`config.mk`:
```
export PLATFORM = sky130hd
export DESIGN_NAME = blkmove_dma
export DESIGN_NICKNAME = d
export VERILOG_FILES = /design/src/rtl/blkmove_pkg.sv /design/src/rtl/blkmove_csr.sv /design/src/rtl/blkmove_walker.sv /design/src/rtl/blkmove_fsm.sv /design/src/rtl/blkmove_dma.sv
export SDC_FILE = /design/constraint.sdc
export NUM_CORES = 1
export LEC_CHECK = 0
export ABC_AREA = 1
export CAP_MARGIN = 30
export CORE_MARGIN = 2
export CORE_UTILIZATION = 47
export DETAILED_ROUTE_END_ITERATION = 7
export PLACE_DENSITY = 0.9
export SYNTH_ARGS = -nofsm -noshare
export SYNTH_HDL_FRONTEND = slang
export SYNTH_SLANG_ARGS = --single-unit
```
`constraint.sdc`:
```
create_clock -name clk -period 2.1 [get_ports clk]
set_input_delay 0.525 -clock clk [delete_from_list [all_inputs] [get_ports clk]]
set_output_delay 0.525 -clock clk [all_outputs]
set_load 0.05 [all_outputs]
```
`src/rtl/blkmove_pkg.sv`:
```
package blkmove_pkg;

   typedef enum logic [2:0] {
      WK_IDLE  = 3'd0,
      WK_FETCH = 3'd1,
      WK_PUSH  = 3'd2,
      WK_PULL  = 3'd3,
      WK_STORE = 3'd4
   } walk_state_t;

   localparam int SEL_W = 2;

   localparam logic [SEL_W-1:0] OFS_BASE  = 2'd0;
   localparam logic [SEL_W-1:0] OFS_COUNT = 2'd1;
   localparam logic [SEL_W-1:0] OFS_CTRL  = 2'd2;
   localparam logic [SEL_W-1:0] OFS_LEFT  = 2'd3;

   localparam int BIT_START = 0;
   localparam int BIT_DIR   = 1;
   localparam int BIT_IE    = 2;
   localparam int BIT_DONE  = 3;
   localparam int BIT_IRQ   = 4;
   localparam int CTRL_BITS = 5;

endpackage

```
`src/rtl/blkmove_csr.sv`:
```
module blkmove_csr
   import blkmove_pkg::*;
#(
   parameter int ADDR_W = 16,
   parameter int CNT_W  = 12,
   parameter int DATA_W = 32
) (
   input  logic              clk,
   input  logic              rst_n,
   input  logic              cfg_we,
   input  logic [SEL_W-1:0]  cfg_addr,
   input  logic [DATA_W-1:0] cfg_wdata,
   output logic [DATA_W-1:0] cfg_rdata,
   input  logic              idle_i,
   input  logic              fin_i,
   input  logic [CNT_W-1:0]  left_i,
   output logic [ADDR_W-1:0] base_o,
   output logic [CNT_W-1:0]  count_o,
   output logic              count_zero_o,
   output logic              dir_o,
   output logic              ie_o,
   output logic              go_o,
   output logic              done_o,
   output logic              irq_flag_o,
   output logic              irq_o
);

   logic [ADDR_W-1:0] base_q;
   logic [CNT_W-1:0]  count_q;
   logic              dir_q, ie_q, done_q, irq_q;
   logic              ctrl_wr, start_req, ie_eff;
   logic [DATA_W-1:0] ctrl_view;
   logic              unused_wbits;

   assign ctrl_wr   = cfg_we && (cfg_addr == OFS_CTRL);
   assign start_req = ctrl_wr && cfg_wdata[BIT_START];
   assign go_o      = start_req && idle_i;
   assign dir_o     = ctrl_wr ? cfg_wdata[BIT_DIR] : dir_q;
   assign ie_eff    = ctrl_wr ? cfg_wdata[BIT_IE]  : ie_q;

   assign unused_wbits = ^cfg_wdata;

   always_ff @(posedge clk or negedge rst_n) begin
      if (!rst_n) begin
         base_q  <= '0;
         count_q <= '0;
         dir_q   <= 1'b0;
         ie_q    <= 1'b0;
      end else if (cfg_we) begin
         case (cfg_addr)
            OFS_BASE:  base_q  <= cfg_wdata[ADDR_W-1:0];
            OFS_COUNT: count_q <= cfg_wdata[CNT_W-1:0];
            OFS_CTRL: begin
               dir_q <= cfg_wdata[BIT_DIR];
               ie_q  <= cfg_wdata[BIT_IE];
            end
            default: ;
         endcase
      end
   end

   always_ff @(posedge clk or negedge rst_n) begin
      if (!rst_n) begin
         done_q <= 1'b0;
      end else if (fin_i) begin
         done_q <= 1'b1;
      end else if (go_o) begin
         done_q <= 1'b0;
      end
   end

   always_ff @(posedge clk or negedge rst_n) begin
      if (!rst_n) begin
         irq_q <= 1'b0;
      end else if (fin_i && ie_eff) begin
         irq_q <= 1'b1;
      end else if (go_o) begin
         irq_q <= 1'b0;
      end else if (ctrl_wr && cfg_wdata[BIT_IRQ]) begin
         irq_q <= 1'b0;
      end
   end

   always_comb begin
      ctrl_view            = '0;
      ctrl_view[BIT_DIR]   = dir_q;
      ctrl_view[BIT_IE]    = ie_q;
      ctrl_view[BIT_DONE]  = done_q;
      ctrl_view[BIT_IRQ]   = irq_q;
   end

   always_comb begin
      case (cfg_addr)
         OFS_BASE:  cfg_rdata = DATA_W'(base_q);
         OFS_COUNT: cfg_rdata = DATA_W'(count_q);
         OFS_CTRL:  cfg_rdata = ctrl_view;
         default:   cfg_rdata = DATA_W'(left_i);
      endcase
   end

   assign base_o       = base_q;
   assign count_o      = count_q;
   assign count_zero_o = (count_q == '0);
   assign ie_o         = ie_q;
   assign done_o       = done_q;
   assign irq_flag_o   = irq_q;
   assign irq_o        = irq_q & ie_q;

endmodule

```
`src/rtl/blkmove_walker.sv`:
```
module blkmove_walker #(
   parameter int ADDR_W     = 16,
   parameter int CNT_W      = 12,
   parameter int WORD_BYTES = 1
) (
   input  logic              clk,
   input  logic              rst_n,
   input  logic              load_i,
   input  logic [ADDR_W-1:0] base_i,
   input  logic [CNT_W-1:0]  count_i,
   input  logic              step_i,
   output logic [ADDR_W-1:0] addr_o,
   output logic [CNT_W-1:0]  left_o,
   output logic              last_o
);

   logic [ADDR_W-1:0] addr_q;
   logic [CNT_W-1:0]  left_q;
   logic [ADDR_W-1:0] stride;

   generate
      if ((WORD_BYTES & (WORD_BYTES - 1)) != 0) begin : g_bad_stride
         $error("blkmove_walker: WORD_BYTES must be a power of two");
      end
      if (WORD_BYTES == 1) begin : g_word_addr
         assign stride = ADDR_W'(1);
      end else begin : g_byte_addr
         assign stride = ADDR_W'(WORD_BYTES);
      end
   endgenerate

   always_ff @(posedge clk or negedge rst_n) begin
      if (!rst_n) begin
         addr_q <= '0;
         left_q <= '0;
      end else if (load_i) begin
         addr_q <= base_i;
         left_q <= count_i;
      end else if (step_i) begin
         addr_q <= addr_q + stride;
         left_q <= left_q - CNT_W'(1);
      end
   end

   assign addr_o = addr_q;
   assign left_o = left_q;
   assign last_o = (left_q == CNT_W'(1));

endmodule

```
`src/rtl/blkmove_fsm.sv`:
```
module blkmove_fsm
   import blkmove_pkg::*;
#(
   parameter int DATA_W = 32
) (
   input  logic              clk,
   input  logic              rst_n,
   input  logic              go_i,
   input  logic              dir_i,
   input  logic              count_zero_i,
   input  logic              last_i,
   input  logic              mem_ack_i,
   input  logic [DATA_W-1:0] mem_rdata_i,
   input  logic              pout_ready_i,
   input  logic              pin_valid_i,
   input  logic [DATA_W-1:0] pin_data_i,
   output logic              load_o,
   output logic              step_o,
   output logic              fin_o,
   output logic              idle_o,
   output logic              mem_req_o,
   output logic              mem_we_o,
   output logic [DATA_W-1:0] mem_wdata_o,
   output logic              pout_valid_o,
   output logic [DATA_W-1:0] pout_data_o,
   output logic              pin_ready_o
);

   walk_state_t       state_q;
   logic [DATA_W-1:0] word_q;
   logic              final_q;

   always_ff @(posedge clk or negedge rst_n) begin
      if (!rst_n) begin
         state_q <= WK_IDLE;
         word_q  <= '0;
         final_q <= 1'b0;
      end else begin
         case (state_q)
            WK_IDLE: begin
               if (go_i && !count_zero_i) begin
                  state_q <= dir_i ? WK_FETCH : WK_PULL;
               end
            end
            WK_FETCH: begin
               if (mem_ack_i) begin
                  word_q  <= mem_rdata_i;
                  final_q <= last_i;
                  state_q <= WK_PUSH;
               end
            end
            WK_PUSH: begin
               if (pout_ready_i) begin
                  state_q <= final_q ? WK_IDLE : WK_FETCH;
               end
            end
            WK_PULL: begin
               if (pin_valid_i) begin
                  word_q  <= pin_data_i;
                  state_q <= WK_STORE;
               end
            end
            WK_STORE: begin
               if (mem_ack_i) begin
                  state_q <= last_i ? WK_IDLE : WK_PULL;
               end
            end
            default: state_q <= WK_IDLE;
         endcase
      end
   end

   always_comb begin
      idle_o       = (state_q == WK_IDLE);
      mem_req_o    = (state_q == WK_FETCH) || (state_q == WK_STORE);
      mem_we_o     = (state_q == WK_STORE);
      pout_valid_o = (state_q == WK_PUSH);
      pin_ready_o  = (state_q == WK_PULL);
      load_o       = go_i && idle_o;
      step_o       = mem_req_o && mem_ack_i;
      fin_o        = (go_i && idle_o && count_zero_i)
                   || ((state_q == WK_PUSH) && pout_ready_i && final_q)
                   || ((state_q == WK_STORE) && mem_ack_i && last_i);
   end

   assign mem_wdata_o = word_q;
   assign pout_data_o = word_q;

endmodule

```
`src/rtl/blkmove_dma.sv`:
```
module blkmove_dma
   import blkmove_pkg::*;
#(
   parameter int ADDR_W     = 16,
   parameter int DATA_W     = 32,
   parameter int CNT_W      = 12,
   parameter int WORD_BYTES = 1
) (
   input  logic              clk,
   input  logic              rst_n,
   input  logic              cfg_we,
   input  logic [1:0]        cfg_addr,
   input  logic [DATA_W-1:0] cfg_wdata,
   output logic [DATA_W-1:0] cfg_rdata,
   output logic              mem_req,
   output logic              mem_we,
   output logic [ADDR_W-1:0] mem_addr,
   output logic [DATA_W-1:0] mem_wdata,
   input  logic              mem_ack,
   input  logic [DATA_W-1:0] mem_rdata,
   output logic              pout_valid,
   output logic [DATA_W-1:0] pout_data,
   input  logic              pout_ready,
   input  logic              pin_valid,
   input  logic [DATA_W-1:0] pin_data,
   output logic              pin_ready,
   output logic              irq_o
);

   generate
      if (DATA_W < CTRL_BITS) begin : g_bad_data
         $error("blkmove_dma: DATA_W too narrow for the control register");
      end
      if (ADDR_W > DATA_W) begin : g_bad_addr
         $error("blkmove_dma: ADDR_W must not exceed DATA_W");
      end
      if (CNT_W > DATA_W || CNT_W < 1) begin : g_bad_cnt
         $error("blkmove_dma: CNT_W must lie in 1..DATA_W");
      end
   endgenerate

   logic [ADDR_W-1:0] base_w;
   logic [CNT_W-1:0]  count_w, left_w;
   logic              count_zero_w, dir_w, ie_w;
   logic              go_w, done_w, irq_flag_w;
   logic              idle_w, fin_w, load_w, step_w, last_w;

   blkmove_csr #(
      .ADDR_W (ADDR_W),
      .CNT_W  (CNT_W),
      .DATA_W (DATA_W)
   ) i_csr (
      .clk          (clk),
      .rst_n        (rst_n),
      .cfg_we       (cfg_we),
      .cfg_addr     (cfg_addr),
      .cfg_wdata    (cfg_wdata),
      .cfg_rdata    (cfg_rdata),
      .idle_i       (idle_w),
      .fin_i        (fin_w),
      .left_i       (left_w),
      .base_o       (base_w),
      .count_o      (count_w),
      .count_zero_o (count_zero_w),
      .dir_o        (dir_w),
      .ie_o         (ie_w),
      .go_o         (go_w),
      .done_o       (done_w),
      .irq_flag_o   (irq_flag_w),
      .irq_o        (irq_o)
   );

   blkmove_walker #(
      .ADDR_W     (ADDR_W),
      .CNT_W      (CNT_W),
      .WORD_BYTES (WORD_BYTES)
   ) i_walker (
      .clk     (clk),
      .rst_n   (rst_n),
      .load_i  (load_w),
      .base_i  (base_w),
      .count_i (count_w),
      .step_i  (step_w),
      .addr_o  (mem_addr),
      .left_o  (left_w),
      .last_o  (last_w)
   );

   blkmove_fsm #(
      .DATA_W (DATA_W)
   ) i_fsm (
      .clk          (clk),
      .rst_n        (rst_n),
      .go_i         (go_w),
      .dir_i        (dir_w),
      .count_zero_i (count_zero_w),
      .last_i       (last_w),
      .mem_ack_i    (mem_ack),
      .mem_rdata_i  (mem_rdata),
      .pout_ready_i (pout_ready),
      .pin_valid_i  (pin_valid),
      .pin_data_i   (pin_data),
      .load_o       (load_w),
      .step_o       (step_w),
      .fin_o        (fin_w),
      .idle_o       (idle_w),
      .mem_req_o    (mem_req),
      .mem_we_o     (mem_we),
      .mem_wdata_o  (mem_wdata),
      .pout_valid_o (pout_valid),
      .pout_data_o  (pout_data),
      .pin_ready_o  (pin_ready)
   );

endmodule

```
==> run metrics <==
outcome=completed; number of synthesized register bits=96; starting density of the core=0.4796; Worst Path Required=1.57 ns; core footprint=11,320 sq um; first-pass GRT wire length=26.80 mm; cell taking the most area after synthesis=dfrtp_1; endpoints failing setup=0; Sum Neg Setup Slack=0 ns; Die X=111.5 um; CTS Hold Bufs=0; largest cells by area after synthesis=dfrtp_1, nand2_1, buf_4, nor2_1, inv_1; TritonCTS clock tree=yes; WS Path Type=flip-flop to primary output; cell area power density=1581 nW/um^2; DIE AREA=12,430 sq um; register area=2402 sq um; crit path buf inv count=1; vias in the first global route=5,324; skew final=0.007537 ns; register area share after synthesis=0.4425; footprint of the multi-input gates=2444 sq um; final hold violations=0; clock root buffer=clkbuf_16; ant diodes=0; startpoint types=flip-flop; gp weighted congestion=0.9138; maxcap violations=0; delay of the slowest critical-path stage=0.82 ns; Leakage Power=3.931 nW; Slew headroom=0.6340; Crit path max-delay family=buffers and inverters; crit path cell chain=clkdlybuf4s50_1; Tot Pwr=12.79 mW; detailed-router iteration count before antenna repair=6; CP Capture Type=primary output; global-route total usage across every layer=0.2684; pin count of the biggest net entering global routing=38; drt wl/cell=16.49 um; reg-to-reg critical path startpoint=i_fsm.state_q[0]; yosys warns=0; fmax=480.5 MHz; Reg2Reg Setup Slack=0.38 ns; Clk pin slew, worst setup/hold paths=0.06 ns; Tmin final=2.081 ns; Die H=111.5 um; CTS buffer count=9; drt first-iter violations=499; P&R area growth vs syn=49.00%; I/O Buffers=188; RSZ-0062 raised after global routing=true; IR drop worst, VDD=1.780 mV; Ports=221; Layout Nets=989; DR vias=5,573; crit path max fanout=3; FP Rows=39; routed wire length=16.99 mm; Final Slew Violations=0; Crit. path cell count=1; critical path arrival=1.56 ns; worst hold path type=input pin to asynchronous set/reset pin; top-area cell type share of the netlist area=0.4425; fin worst setup slack=0.01864 ns; Congestion Overflow GR=0; Distinct cells, synth=33; post-layout util=0.7145; R2R cell count=8; Placed Cells=1,011; Post-Syn Area per Cell=7.690 sq um; share of cells above drive strength 1=0.1375; Vias/cell=5.411; TritonCTS Sinks=96; Critical-path top delay cell=clkdlybuf4s50_1; clk_lat worst skew=0.35 ns; Netlist Area Pre-Place=5429 sq um; Post-Layout Cell Count=1,030; Fill cells=805; H-tree depth=3; drt drc=0; detailed placement HPWL=12.52 mm; commonest non-fill, non-tap cells in the layout=nand2_1, clkdlybuf4s50_1, dfrtp_1; Cells after Synth=706; ANT nets after route=0; reg2reg end=i_walker.left_o[4]; Tcrit/Tclk final=0.9911; clk buf depth=2; most common cell after layout, fill and taps aside=nand2_1; initial antenna violation count=0; setup slack at placement=-0.4343 ns; worst slew pin tran=0.5481 ns
## synthesized netlist by cell type
cell type / number
conb_1: 1
inv_2: 4
nand4_1: 7
nand3_1: 38
nor2_2: 1
nand2_1: 210
dfrtp_1: 96
o211ai_1: 14
nand2_4: 5
nand2_2: 2
o21ai_0: 38
o21ai_1: 2
buf_4: 54
or2_2: 1
o2111ai_1: 2
o22ai_1: 4
buf_2: 10
buf_6: 3
nor2_1: 72
nor2_8: 1
o221ai_1: 7
ha_1: 3
a221oi_1: 2
a21o_1: 1
xnor2_1: 2
inv_1: 61
nand3_2: 1
nor3_1: 4
clkbuf_1: 8
a21oi_1: 9
xor2_1: 9
a31oi_1: 32
nor2_4: 2
## worst max path at each step
stage	end	from
after floorplan	cfg_rdata[12]	cfg_addr[0]
after global routing	cfg_rdata[5]	cfg_addr[1]
after CTS	pout_data[16]	i_fsm.mem_wdata_o[16]
after detailed placement	cfg_rdata[11]	cfg_addr[0]
final	mem_wdata[10]	i_fsm.mem_wdata_o[10]
after global placement	cfg_rdata[11]	cfg_addr[0]
## cell type report
cell class,count,share of cell area
inverter,65,0.03063
clock buffer,9,0.02784
tap,143,0.02212
clock inverter,7,0.01485
timing repair buffer,225,0.3055
sequential,96,0.2970
multi-input combinational,485,0.3021
## layer usage
metal | GRT usage | wire length [um]
met1 | 0.3467 | 6613
met2 | 0.4683 | 8513
met3 | 0.03321 | 1353
met4 | 0.09300 | 507
met5 | 0 | 0
## through the flow
stage	instance area (sq um)	hold WS, ns
after floorplan	5553	0.2294
after global placement	7585	0.4663
after detailed placement	7585	0.4770
after CTS	8001	0.1763
after global routing	8089	0.1922
final	8089	0.1546
## cells by family (layout without fill, tap and decap cells)
group           Yosys count  after routing  share of synthesized area
simple gates            344            344                     0.2664
compound gates          111            111                     0.1251
fa+ha+maj                 3              3                   0.006915
buf+inv                 140            306                     0.1406
other cells               1             16                  0.0006907
xor+xnor                 11             11                    0.01775
flops                    96             96                     0.4425
## state kept, by name (all words and copies together) (netlist names)
name,flops
i_csr.base_o,16
i_csr.count_o,12
i_csr.dir_q,1
i_csr.done_o,1
i_csr.ie_o,1
i_csr.irq_flag_o,1
i_fsm.final_q,1
i_fsm.mem_wdata_o,32
i_fsm.state_q,3
i_walker.addr_o,16
i_walker.left_o,12
## timing repair
item                                    in CTS  in global routing
pin swaps                                    2                  1
endpoints found under the setup margin      29                 36
resized for setup                           32                 35
buffers inserted                             3                  0
## report_power, final
group | leakage [nW] | total, mW | switching [mW] | internal [mW]
logic | 2.61 | 7.67 | 5.16 | 2.51
registers | 1.16 | 3.22 | 0.693 | 2.53
clock network | 0.166 | 1.89 | 0.724 | 1.17
total | 3.93 | 12.8 | 6.58 | 6.21
No activity file was read; power rests on OpenSTA's default activity.
